--- src/rtl/burst_seq_pkg.sv ---
package burst_seq_pkg;

    typedef enum logic [1:0] {
        PH_HOME  = 2'd0,
        PH_KICK  = 2'd1,
        PH_LEVEL = 2'd2,
        PH_QDOWN = 2'd3
    } phase_e;

endpackage

--- src/rtl/cycle_tick_gen.sv ---
module cycle_tick_gen #(
    parameter int TICK_DIV = 6
) (
    input  logic clk,
    input  logic rst_n,
    output logic tick
);
    localparam int CW = (TICK_DIV > 2) ? $clog2(TICK_DIV) : 1;
    localparam logic [CW-1:0] LAST = CW'(TICK_DIV - 1);

    logic [CW-1:0] div_q;

    always_ff @(posedge clk or negedge rst_n) begin
        if (!rst_n)
            div_q <= '0;
        else if (div_q == LAST)
            div_q <= '0;
        else
            div_q <= div_q + 1'b1;
    end

    assign tick = (div_q == LAST);

    // a tick is never followed directly by another tick
    assert_tick_gap_R2: assert property (@(posedge clk) disable iff (!rst_n)
        tick |=> !tick);

endmodule

--- src/rtl/trig_edge_sense.sv ---
module trig_edge_sense #(
    parameter int SYNC_STAGES = 2,
    parameter int DELAY_TICKS = 2
) (
    input  logic clk,
    input  logic rst_n,
    input  logic tick,
    input  logic trig_raw,
    output logic rise,
    output logic fall
);
    logic [SYNC_STAGES-1:0] sync_q;
    logic [DELAY_TICKS:0]   dly_q;

    for (genvar gi = 0; gi < SYNC_STAGES; gi++) begin : g_sync
        if (gi == 0) begin : g_first
            always_ff @(posedge clk or negedge rst_n) begin
                if (!rst_n) sync_q[0] <= 1'b0;
                else        sync_q[0] <= trig_raw;
            end
        end else begin : g_next
            always_ff @(posedge clk or negedge rst_n) begin
                if (!rst_n) sync_q[gi] <= 1'b0;
                else        sync_q[gi] <= sync_q[gi-1];
            end
        end
    end

    // tick-rate delay line; the oldest two taps form the edge detector
    always_ff @(posedge clk or negedge rst_n) begin
        if (!rst_n)
            dly_q <= '0;
        else if (tick)
            dly_q <= {dly_q[DELAY_TICKS-1:0], sync_q[SYNC_STAGES-1]};
    end

    assign rise = tick &  dly_q[DELAY_TICKS-1] & ~dly_q[DELAY_TICKS];
    assign fall = tick & ~dly_q[DELAY_TICKS-1] &  dly_q[DELAY_TICKS];

endmodule

--- src/rtl/phase_fsm.sv ---
module phase_fsm
    import burst_seq_pkg::*;
#(
    parameter int KICK_TICKS  = 18,
    parameter int QDOWN_TICKS = 38
) (
    input  logic   clk,
    input  logic   rst_n,
    input  logic   run,
    input  logic   tick,
    input  logic   rise,
    input  logic   fall,
    output phase_e state
);
    localparam int CNT_MAX = (KICK_TICKS > QDOWN_TICKS) ? KICK_TICKS : QDOWN_TICKS;
    localparam int CW      = $clog2(CNT_MAX + 1);
    localparam logic [CW-1:0] KICK_LAST  = CW'(KICK_TICKS - 1);
    localparam logic [CW-1:0] QDOWN_LAST = CW'(QDOWN_TICKS - 1);

    phase_e        nxt;
    logic [CW-1:0] cnt_q, cnt_nxt;

    always_comb begin
        nxt     = state;
        cnt_nxt = cnt_q;
        unique case (state)
            PH_HOME: begin
                if (rise) begin
                    nxt     = PH_KICK;
                    cnt_nxt = '0;
                end
            end
            PH_KICK: begin
                if (fall) begin
                    nxt     = PH_QDOWN;
                    cnt_nxt = '0;
                end else if (cnt_q == KICK_LAST) begin
                    nxt     = PH_LEVEL;
                    cnt_nxt = '0;
                end else begin
                    cnt_nxt = cnt_q + 1'b1;
                end
            end
            PH_LEVEL: begin
                if (fall) begin
                    nxt     = PH_QDOWN;
                    cnt_nxt = '0;
                end
            end
            PH_QDOWN: begin
                if (cnt_q == QDOWN_LAST) begin
                    nxt     = PH_HOME;
                    cnt_nxt = '0;
                end else begin
                    cnt_nxt = cnt_q + 1'b1;
                end
            end
            default: begin
                nxt     = PH_HOME;
                cnt_nxt = '0;
            end
        endcase
    end

    always_ff @(posedge clk or negedge rst_n) begin
        if (!rst_n) begin
            state <= PH_HOME;
            cnt_q <= '0;
        end else if (!run) begin
            state <= PH_HOME;
            cnt_q <= '0;
        end else if (tick) begin
            state <= nxt;
            cnt_q <= cnt_nxt;
        end
    end

    // the state only moves on a tick or under power-down
    assert_move_on_tick_R2: assert property (@(posedge clk) disable iff (!rst_n)
        (run && !tick) |=> $stable(state));
    // power-down leaves the machine at home
    assert_pd_home_R10: assert property (@(posedge clk) disable iff (!rst_n)
        !run |=> state == PH_HOME);
    // kick is entered only from home
    assert_kick_entry_R3: assert property (@(posedge clk) disable iff (!rst_n)
        (state == PH_KICK && $past(state) != PH_KICK) |-> $past(state) == PH_HOME);
    // level is entered only from kick
    assert_level_entry_R4: assert property (@(posedge clk) disable iff (!rst_n)
        (state == PH_LEVEL && $past(state) != PH_LEVEL) |-> $past(state) == PH_KICK);
    // quick-down is entered only from kick or level
    assert_qdown_entry_R7: assert property (@(posedge clk) disable iff (!rst_n)
        (state == PH_QDOWN && $past(state) != PH_QDOWN)
            |-> ($past(state) == PH_KICK || $past(state) == PH_LEVEL));
    // home is re-entered only from quick-down or under power-down
    assert_home_entry_R8: assert property (@(posedge clk) disable iff (!rst_n)
        (state == PH_HOME && $past(state) != PH_HOME)
            |-> ($past(state) == PH_QDOWN || !$past(run)));

endmodule

--- src/rtl/burst_ramp_sequencer.sv ---
module burst_ramp_sequencer
    import burst_seq_pkg::*;
#(
    parameter int TICK_DIV    = 6,
    parameter int SYNC_STAGES = 2,
    parameter int DELAY_TICKS = 2,
    parameter int KICK_TICKS  = 18,
    parameter int QDOWN_TICKS = 38
) (
    input  logic       clk_mc,
    input  logic       rst_n,
    input  logic       run,
    input  logic       trig_in,
    output logic       home_en,
    output logic       kick_en,
    output logic       level_en,
    output logic       qdown_en,
    output logic [1:0] phase
);
    logic   tick, rise, fall;
    phase_e state;

    cycle_tick_gen #(.TICK_DIV(TICK_DIV)) u_tick (
        .clk   (clk_mc),
        .rst_n (rst_n),
        .tick  (tick)
    );

    trig_edge_sense #(.SYNC_STAGES(SYNC_STAGES), .DELAY_TICKS(DELAY_TICKS)) u_edge (
        .clk      (clk_mc),
        .rst_n    (rst_n),
        .tick     (tick),
        .trig_raw (trig_in),
        .rise     (rise),
        .fall     (fall)
    );

    phase_fsm #(.KICK_TICKS(KICK_TICKS), .QDOWN_TICKS(QDOWN_TICKS)) u_fsm (
        .clk   (clk_mc),
        .rst_n (rst_n),
        .run   (run),
        .tick  (tick),
        .rise  (rise),
        .fall  (fall),
        .state (state)
    );

    always_comb begin
        home_en  = 1'b0;
        kick_en  = 1'b0;
        level_en = 1'b0;
        qdown_en = 1'b0;
        unique case (state)
            PH_HOME:  home_en  = 1'b1;
            PH_KICK:  kick_en  = 1'b1;
            PH_LEVEL: level_en = 1'b1;
            PH_QDOWN: qdown_en = 1'b1;
            default:  home_en  = 1'b1;
        endcase
    end

    assign phase = state;

    // power-down forces the home enable on the following edge
    assert_pd_home_out_R10: assert property (@(posedge clk_mc) disable iff (!rst_n)
        !run |=> home_en);

endmodule

--- config.mk ---
export PLATFORM = sky130hd
export DESIGN_NAME = burst_ramp_sequencer
export DESIGN_NICKNAME = d
export VERILOG_FILES = /design/src/rtl/burst_seq_pkg.sv /design/src/rtl/cycle_tick_gen.sv /design/src/rtl/trig_edge_sense.sv /design/src/rtl/phase_fsm.sv /design/src/rtl/burst_ramp_sequencer.sv
export SDC_FILE = /design/constraint.sdc
export NUM_CORES = 1
export LEC_CHECK = 0
export ABC_CLOCK_PERIOD_IN_PS = 2200
export BUFFER_PORTS_ARGS = -buffer_cell sky130_fd_sc_hd__buf_2
export CORE_MARGIN = 2
export CORE_UTILIZATION = 56
export CTS_CLUSTER_DIAMETER = 50
export DETAILED_ROUTE_END_ITERATION = 8
export PLACE_DENSITY = 0.76
export SKIP_LAST_GASP = 1
export SLEW_MARGIN = 20
export SYNTH_ARGS = -nofsm -noshare
export SYNTH_HDL_FRONTEND = slang
export SYNTH_SLANG_ARGS = --single-unit
--- constraint.sdc ---
create_clock -name clk_mc -period 2.2 [get_ports clk_mc]
set_input_delay 0.44 -clock clk_mc [delete_from_list [all_inputs] [get_ports clk_mc]]
set_output_delay 0.44 -clock clk_mc [all_outputs]
set_load 0.01 [all_outputs]
======== Word-level counts from Yosys, hierarchy flattened ========
Cells that the tools add are included.
cells by class
  add/sub/neg operators ................... 2
  multiply operators ...................... 0
  divide/modulo/power cells ............... 0
  $lt $le $gt $ge ......................... 0
  equality and inequality tests ........... 11
  shift-type cells ........................ 0
  muxes and demuxes ....................... 21
  bitwise operators ....................... 6
  reduce and logical (&&, ||, !) cells .... 3
operators with widths
  kind                                                                    count
  6-bit 2-to-1 mux                                                        7
  6-bit case mux with 4 select lines                                      1
  2-bit 2-to-1 mux                                                        7
  2-bit case mux with 4 select lines                                      1
  6-bit by 1-bit adder with 6-bit output (second input constant)          1
  6-bit by 5-bit equality test with 1-bit output (second input constant)  1
  6-bit equality test (second input constant)                             1
  3-bit != test (second input constant)                                   2
  5-bit AND reduction                                                     1
  1-bit bitwise AND                                                       4
  2-bit equality test (second input constant)                             2
  1-bit 2-to-1 mux                                                        4
  4-bit by 3-bit != test with 1-bit output (second input constant)        1
  3-bit by 1-bit adder with 3-bit output (second input constant)          1
  3-bit equality test (second input constant)                             1
  3-bit 2-to-1 mux                                                        1
  3-bit by 2-bit != test with 1-bit output (second input constant)        1
  3-bit AND reduction                                                     1
  2-bit by 1-bit equality test with 1-bit output (second input constant)  1
  2-bit logical NOT                                                       1
  2-bit by 1-bit != test with 1-bit output (second input constant)        1
  1-bit NOT                                                               2
word-level totals
  flip-flop bits (word level) ............. 16
  bits in latches ......................... 0
  RAM bits ................................ 0
  memory bits (read-only) ................. 0
  input port bits ......................... 4
  output and inout port bits .............. 6
  word-level logic and storage cells ...... 49
  memories kept ........................... 0

======== Depth between registers and ports, before layout ========
Gate-level depths: netlist of the first run.
  depth after elaboration ................. 7
  depth in mapped cells ................... 7

======== Modules after synthesis ========
From an unflattened synthesis of the first run, not the netlist that was laid out.
unflattened totals
  cell total of the unflattened synthesis .. 94
  area, all modules ....................... 937.1 µm²
modules (own cells, without submodules)
  module                times used  cells each  area an instance (µm²)  seq. area each (µm²)
  phase_fsm             1           70          615.6                   200.2
  trig_edge_sense       1           10          178.9                   125.1
  cycle_tick_gen        1           10          116.4                   75.1
  burst_ramp_sequencer  1           4           26.3                    0.0

======== Worst setup path before layout of the first run ========
No wires, ideal clock.
  path type ............................... reg-to-reg
  from .................................... register u_fsm.state[1]
  to ...................................... register u_fsm.cnt_q[5]
  library setup time ...................... 0.126 ns
  data arrival time ....................... 1.590 ns
  data required time ...................... 2.074 ns
  slack ................................... 0.484 ns
  cell stages (with the launch flop) ...... 7
  buffers on the path ..................... 0
  clock period less this slack ............ 1.716 ns
  path through ............................ dfrtp_1 > inv_1 > ha_1 > and2_1 > a32oi_4 > nor2_2 > a221o_1
on the way
  cells in the longest elaborated chain, start to end .. 4
  elaborated cells on any way between the ends .. 10
RTL lines
  element                                      line             RTL
  start: declaration                           phase_fsm.sv:13  output phase_e state
  start signal: assignment                     phase_fsm.sv:73  state <= nxt;
  2-bit equality test (tied with other cells)  phase_fsm.sv:26  unique case (state)
  6-bit case mux with 4 select lines           phase_fsm.sv:26
  6-bit 2-to-1 mux                             phase_fsm.sv:72  end else if (tick) begin
  6-bit 2-to-1 mux                             phase_fsm.sv:69  end else if (!run) begin
  end signal: assignment                       phase_fsm.sv:74  cnt_q <= cnt_nxt;
  end: declaration                             phase_fsm.sv:21  logic [CW-1:0] cnt_q, cnt_nxt;
Several ways; a longest one is shown, not always the timed one. The select of a mux whose other input is x is not followed.
A chain may end at the register's enable or synchronous reset.

======== Worst setup path in the final report of the first run ========
  from .................................... register u_fsm.cnt_q[1]
  to ...................................... register u_fsm.state[0]
on the way
  cells in the longest elaborated chain, start to end .. 3
  elaborated cells on any way between the ends .. 5
RTL lines
  element                                                                                                                line
  6-bit by 5-bit equality test with 1-bit output or 6-bit equality test (tied branches)                                  phase_fsm.sv:37, phase_fsm.sv:51
  4-bit by 3-bit != test with 1-bit output (no source line) or 3-bit by 2-bit != test with 1-bit output (tied branches)  -
  5-bit AND reduction (no source line) (*)                                                                               -
Mark *: on every way between the ends. The rest lies on a longest branch, timed or not.

==> results.py, run 1 <==
metrics = {
    "run_status": {
        "status": "completed",
    },
    "timing": {
        "worst_pin_slew_ns": 0.4069,
        "finalHoldViolCount": 0,
        "skew_ns": 0.01268,
        "setup_viol": 0,
        "period_share_pct": 81.63,
        "setup_tns_ns": 0,
        "period_needed_ns": 1.796,
        "rsz0062_at_grt": "false",
        "maxSlewViolCount": 0,
        "hold_ws_ns": 0.02848,
        "max-slew-margin-rel_pct": 72.64,
        "max_freq_ghz": 0.5568,
    },
    "critical_path": {
        "cp_cell_sequence": "inv_1 -> ha_1 -> nand2b_1 -> o31ai_1 -> o311ai_1 -> o21ai_0 -> and3_1",
        "cp.depth": 7,
        "required_ns": 2.44,
        "rr_worst_depth": 7,
        "crit_buf_inv": 1,
        "end_kind": "register",
        "cpMaxStageDelayCell": "dfrtp_1",
        "arrival_ns": 2.04,
        "crit_type": "reg2reg",
        "worst_path_largest_cell_delay_ns": 0.42,
        "cp_max_fo": 4,
        "startpoint_type": "register",
        "critPathTopFamily": "compound AO/OA/AOI/OAI gates",
    },
    "layout": {
        "final_common_cell": "dfrtp_1",
        "final_cell_mix": "dfrtp_1 (16), nand2_1 (9), buf_2 (9)",
        "layout-drive-gt1-share_pct": 23.76,
        "fill_cells": 112,
        "nets": 113,
        "antenna_cells": 0,
        "synthToLayoutAreaGrowth_pct": 10.89,
        "post-route-util_pct": 67.73,
    },
    "cts": {
        "clock_sinks": 16,
        "ctsHoldBuffers": 0,
        "cts_root_buf": "clkbuf_4",
        "cts_htree_levels": 1,
        "numCtsBuffers": 3,
        "ctsResizeCount": 0,
        "cts_setup_buffers": 0,
        "clk_pin_slew_ns": 0.10,
        "cts_buffer_depth": 2,
        "clk-insertion-delay-late_ns": 0.30,
        "cts_tree": "built",
    },
    "route": {
        "drc": 0,
        "drt_iter0_markers": 11,
        "wl_per_cell_um": 13.58,
        "viasPerCell": 6.094,
        "wirelength_um": 1589,
        "vias": 713,
        "first_pass_iters": 4,
        "ant_nets": 0,
    },
    "grt": {
        "grt_max_degree": 17,
        "gr-usage-all-layers_pct": 20.34,
        "antenna_found_initial": 0,
        "grt_pass1_vias": 664,
        "grt_pass1_wl_um": 2904,
        "grt-ovfl-total": 0,
    },
    "yosys": {
        "yosysSeqAreaShare_pct": 43.01,
        "ys.flop_type": "dfrtp_1",
        "syn_area_per_cell_um2": 10.58,
        "synth_area_um2": 930.9,
        "async_flop_share_pct": 100.0,
        "synth_nets": 99,
        "ys_warn_count": 0,
        "ys_ff_latch": 16,
        "synth_cells": 88,
        "synth_edf_count": 0,
        "synth_cell_type_count": 36,
    },
    "floorplanning": {
        "die_w_um": 44.77,
        "die_area_um2": 2004,
        "ios": 10,
        "coreArea_um2": 1524,
        "fp.dieH_um": 44.77,
        "initial_utilization_pct": 61.08,
        "rows": 14,
    },
    "power": {
        "worst_ir_drop_vdd_v": 0.0004014,
        "leakagePower_uw": 0.0004488,
        "power.density_nw_per_um2": 509.0,
    },
    "flow_run": {
        "drv_cap": 0,
    },
    "place": {
        "io_buffer_count": 9,
        "gp_congestion": 0.8254,
        "place_hpwl_um": 1224,
    },
    "worst_hold_path": {
        "hp-class": "in2async",
    },
}
==> layer usage <==
layer  vias to the layer above  routed length (µm)  global-route usage, %
li1                        346                   -                      -
met1                       347                 747                  27.37
met2                        15                 742                  31.59
met3                         5                  62                  3.600
met4                         0                  37                  10.59
met5                         -                   0                      0
==> state kept, by name, summed over array words and instances (netlist names) <==
name	cells
u_tick.div_q	3
u_fsm.state	2
u_fsm.cnt_q	6
u_edge.sync_q	2
u_edge.dly_q	3
==> report_power, final <==
| part | total [µW] | leakage [µW] | internal (µW) | switching (µW) |
|---|---|---|---|---|
| sequential | 302 | 0.000208 | 299 | 2.84 |
| clock | 198 | 0.0000210 | 101 | 97.0 |
| combinational | 25.6 | 0.000220 | 9.45 | 16.2 |
==> path summary, 6_finish.rpt <==
kind | startpoint | end | slack [ns]
min | rst_n | u_edge.sync_q[0]$_DFF_PN0_ | 0.03
max in group asynchronous | rst_n | u_edge.sync_q[1]$_DFF_PN0_ | 1.91
max reg2reg | u_fsm.cnt_q[1]$_DFFE_PN0P_ | u_fsm.state[0]$_DFFE_PN0P_ | 0.40
max | u_fsm.cnt_q[1]$_DFFE_PN0P_ | u_fsm.state[0]$_DFFE_PN0P_ | 0.40
min reg2reg | u_edge.sync_q[0]$_DFF_PN0_ | u_edge.sync_q[1]$_DFF_PN0_ | 0.38
min in group clk_mc | trig_in | u_edge.sync_q[0]$_DFF_PN0_ | 0.24
==> cells by family after synthesis <==
family | Yosys count | share of synthesized area, %
flops | 16 | 43.01
compound gates | 22 | 18.95
fa+ha+maj | 7 | 9.408
simple gates | 34 | 21.24
mux | 5 | 5.779
buf+inv | 4 | 1.612
==> through the flow <==
stage	power, µW	area, µm²	worst slack [ns]	std cells
final	525.5	1032	0.4040	117
after global routing	544.8	1032	0.2448	117
after CTS	531.7	1032	0.4077	117
after detailed placement	333.9	996.0	0.4303	113
after global placement	332.4	996.0	0.4515	113
after floorplan	319.8	930.9	0.4839	88
==> Yosys cell counts (2+ instances only) <==
library cell  number  area [µm²]
nor2_1             5       18.77
o21ai_0            7       35.03
mux2i_1            2       20.02
nand2b_1           3       18.77
o31ai_1            2       15.01
nor2b_1            2       12.51
dfrtp_1           16       400.4
and3_1             2       12.51
nand3_1            2       10.01
or2_2              2       12.51
mux2_2             3       33.78
inv_1              4       15.01
nand2_1            9       33.78
ha_1               7       87.58
==> cell type report <==
class / count / area, µm² / area share, %
clock buffer: 4 / 36.28 / 3.515
inverter: 4 / 15.01 / 1.455
multi-input combinational: 68 / 515.5 / 49.94
sequential: 16 / 400.4 / 38.79
tap: 16 / 20.02 / 1.939
timing repair buffer: 9 / 45.04 / 4.364
No activity file was read; power rests on OpenSTA's default activity.
==> run 2, diff against run 1 <==
Settings changed: ABC_AREA from default to 1, ABC_CLOCK_PERIOD_IN_PS 2200 to 1500, CORE_UTILIZATION 56 to 51, PLACE_DENSITY 0.76 to 0.72.
Clock period 2.2 ns to 1.5 ns, I/O delays scaled along.
==> results.py, run 2 <==
metrics = {
    "route": {
        "wl_per_cell_um": 12.24,
        "viasPerCell": 5.157,
        "wirelength_um": 2106,
        "drt_iter0_markers": 24,
        "first_pass_iters": 4,
        "vias": 887,
        "drc": 0,
        "ant_nets": 0,
    },
    "yosys": {
        "yosysSeqAreaShare_pct": 39.85,
        "synth_cells": 120,
        "syn_area_per_cell_um2": 8.373,
        "synth_nets": 131,
        "async_flop_share_pct": 100.0,
        "synth_edf_count": 0,
        "ys.flop_type": "dfrtp_1",
        "synth.largest_area_cell": "dfrtp_1",
        "synth_area_um2": 1005,
        "ys_ff_latch": 16,
        "ys_warn_count": 0,
        "synth.top_cell.area_share_pct": 39.85,
        "yosys.cell_count.top_type": "nand2_1",
        "synth_cell_type_count": 23,
        "synthTopCellsByArea": "dfrtp_1 (40%), nand2_1 (10%), ha_1 (8.7%), nand3_1 (6.5%), inv_1 (5.2%)",
        "synth_common_cells": "nand2_1 (28), dfrtp_1 (16), inv_1 (14)",
    },
    "layout": {
        "final_common_cell": "nand2_1",
        "largest-register": "u_fsm.cnt_q",
        "final_cell_mix": "nand2_1 (26), dfrtp_1 (15), nand3_1 (13)",
        "fill_cells": 151,
        "antenna_cells": 0,
        "instances_no_fill": 172,
        "layout-drive-gt1-share_pct": 35.86,
        "post-route-util_pct": 68.49,
        "nets": 157,
        "top_regs": "u_fsm.cnt_q (6), u_edge.dly_q (3), u_tick.div_q (3)",
        "synthToLayoutAreaGrowth_pct": 29.64,
        "largest_reg_flops": 6,
    },
    "power": {
        "power.density_nw_per_um2": 605.8,
        "leakagePower_uw": 0.0006143,
        "worst_ir_drop_vdd_v": 0.0004628,
        "power_uw": 789.1,
    },
    "grt": {
        "antenna_found_initial": 0,
        "gr-usage-all-layers_pct": 17.44,
        "grt_max_degree": 17,
        "grt_pass1_vias": 764,
        "grt_pass1_wl_um": 3160,
        "grt-ovfl-total": 0,
    },
    "timing": {
        "finalHoldViolCount": 0,
        "finalWorstSetupSlack_ns": -0.02095,
        "period_needed_ns": 1.521,
        "maxSlewViolCount": 0,
        "max_freq_ghz": 0.6575,
        "period_share_pct": 101.4,
        "setup_tns_ns": -0.03048,
        "skew_ns": 0.001460,
        "worst_pin_slew_ns": 0.3688,
        "setup_viol": 2,
        "max-slew-margin-rel_pct": 75.41,
        "hold_ws_ns": 0.1234,
        "rsz0062_at_grt": "true",
    },
    "critical_path": {
        "arrival_ns": 1.70,
        "critPathTopFamily": "simple AND/OR/NAND/NOR gates",
        "cp_max_fo": 4,
        "crit_path_frequent_cell": "nand2_1",
        "reg2reg_to": "u_fsm.state[0]$_DFFE_PN0P_",
        "r2r-start": "u_fsm.cnt_q[1]$_DFFE_PN0P_",
        "worst_path_largest_cell_delay_ns": 0.40,
        "end_kind": "register",
        "cp_cell_sequence": "inv_2 -> ha_4 -> nand2_2 -> nor2_1 -> nand2_1 -> nand2_2 -> nor2_2 -> nor2_2 -> nand2_1 -> nand3_1 -> nand2_1",
        "reg2reg_slack_ns": -0.02,
        "startpoint_type": "register",
        "required_ns": 1.68,
        "cpMaxStageDelayCell": "dfrtp_1",
        "rr_worst_depth": 11,
        "crit_type": "reg2reg",
        "crit_buf_inv": 1,
    },
    "floorplanning": {
        "initial_utilization_pct": 52.83,
        "rows": 16,
        "die_area_um2": 2341,
        "ios": 10,
        "coreArea_um2": 1902,
        "fp.dieH_um": 48.39,
        "die_w_um": 48.39,
    },
    "flow_run": {
        "drv_cap": 0,
    },
    "cts": {
        "cts_root_buf": "clkbuf_4",
        "clock_sinks": 16,
        "cts_htree_levels": 1,
        "cts_tree": "built",
        "cts_buffer_depth": 2,
        "clk_pin_slew_ns": 0.09,
        "numCtsBuffers": 3,
        "clk-insertion-delay-late_ns": 0.28,
    },
    "place": {
        "io_buffer_count": 9,
        "place_hpwl_um": 1393,
        "placedCellCount": 159,
        "gp_congestion": 0.8597,
    },
    "worst_hold_path": {
        "hp-class": "in2reg",
        "hold_start": "trig_in",
        "hold_end": "u_edge.sync_q[0]$_DFF_PN0_",
        "holdPathStages": 1,
    },
    "run_status": {
        "status": "complete, but fails checks",
        "violations": "setup timing",
    },
}
-- run 2: changes by cell type after synthesis, sizes merged, moves of 4 or more --
| cell | before | now |
|---|---|---|
| nor2 | 6 | 11 |
| nand2 | 9 | 31 |
| inv | 4 | 15 |
| nand3 | 2 | 15 |
| nand4 | 1 | 5 |
-- run 2: report_power, final --
group / switching [µW] / total [µW] / internal (µW) / leakage [µW]
Combinational: 37.0 / 62.7 / 25.6 / 0.000387
Sequential: 7.01 / 446 / 439 / 0.000206
Clock: 133 / 280 / 147 / 0.0000210
-- run 2: logic make-up after synthesis --
kind of cell	count (synthesis)	share of synthesized area [%]
simple gates	65	33.13
mux	1	1.121
compound gates	12	7.722
fa+ha+maj	7	8.717
buf+inv	17	7.721
flops	16	39.85
xor+xnor	2	1.744
-- run 2: worst register-to-register path: stages, from the launching register on --
cell	delay, ns
dfrtp_1	0.40
inv_2	0.08
ha_4	0.13
nand2_2	0.05
nor2_1	0.10
nand2_1	0.10
nand2_2	0.11
nor2_2	0.05
nor2_2	0.16
nand2_1	0.10
nand3_1	0.08
nand2_1	0.05
-- run 2: worst max path at each step --
stage                     cells after the start                         end                        from  slack, ns
after global routing                         11  u_fsm.state[1]$_DFFE_PN0P_  u_fsm.cnt_q[1]$_DFFE_PN0P_      -0.18
after detailed placement                     11  u_fsm.state[0]$_DFFE_PN0P_  u_fsm.cnt_q[1]$_DFFE_PN0P_     -0.002
after floorplan                               8  u_fsm.state[0]$_DFFE_PN0P_  u_fsm.state[1]$_DFFE_PN0P_       0.01
after CTS                                     3                     kick_en  u_fsm.state[0]$_DFFE_PN0P_      0.001
after global placement                        8  u_fsm.state[1]$_DFFE_PN0P_  u_fsm.state[0]$_DFFE_PN0P_       0.09
final                                        11  u_fsm.state[0]$_DFFE_PN0P_  u_fsm.cnt_q[1]$_DFFE_PN0P_      -0.02
-- run 2: metal layers --
layer / part of all wire [%] / GRT usage, % / up-vias
li1: - / - / 443
met1: 45 / 22.06 / 408
met2: 48 / 30.56 / 30
met3: 4.7 / 2.778 / 6
met4: 2.5 / 5.714 / 0
met5: 0 / 0 / -
-- run 2: per-stage QoR --
step	instance area, µm²	setup slack [ns]
floorplan	1006	0.01216
global placement	1104	0.09271
detailed placement	1104	-0.001582
CTS	1185	0.001179
global route	1303	-0.1764
finish	1303	-0.02095
-- run 2: area by class of cell --
class | count | area [µm²] | share of cell area (%)
Clock buffer | 4 | 36.28 | 2.786
Inverter | 15 | 61.31 | 4.707
Multi-Input combinational cell | 87 | 603.1 | 46.30
Sequential cell | 16 | 401.6 | 30.84
Tap cell | 27 | 33.78 | 2.594
Timing Repair Buffer | 23 | 166.4 | 12.78
-- run 2: repair_timing --
| item | 4_1_cts | 5_1_grt |
|---|---|---|
| hold buffers | 1 | 0 |
| setup endpoints to repair | 4 | 12 |
| endpoints found under the hold margin | 16 | 0 |
| pin swaps | 1 | 7 |
| setup buffers | 1 | 7 |
| gates resized for setup | 7 | 17 |
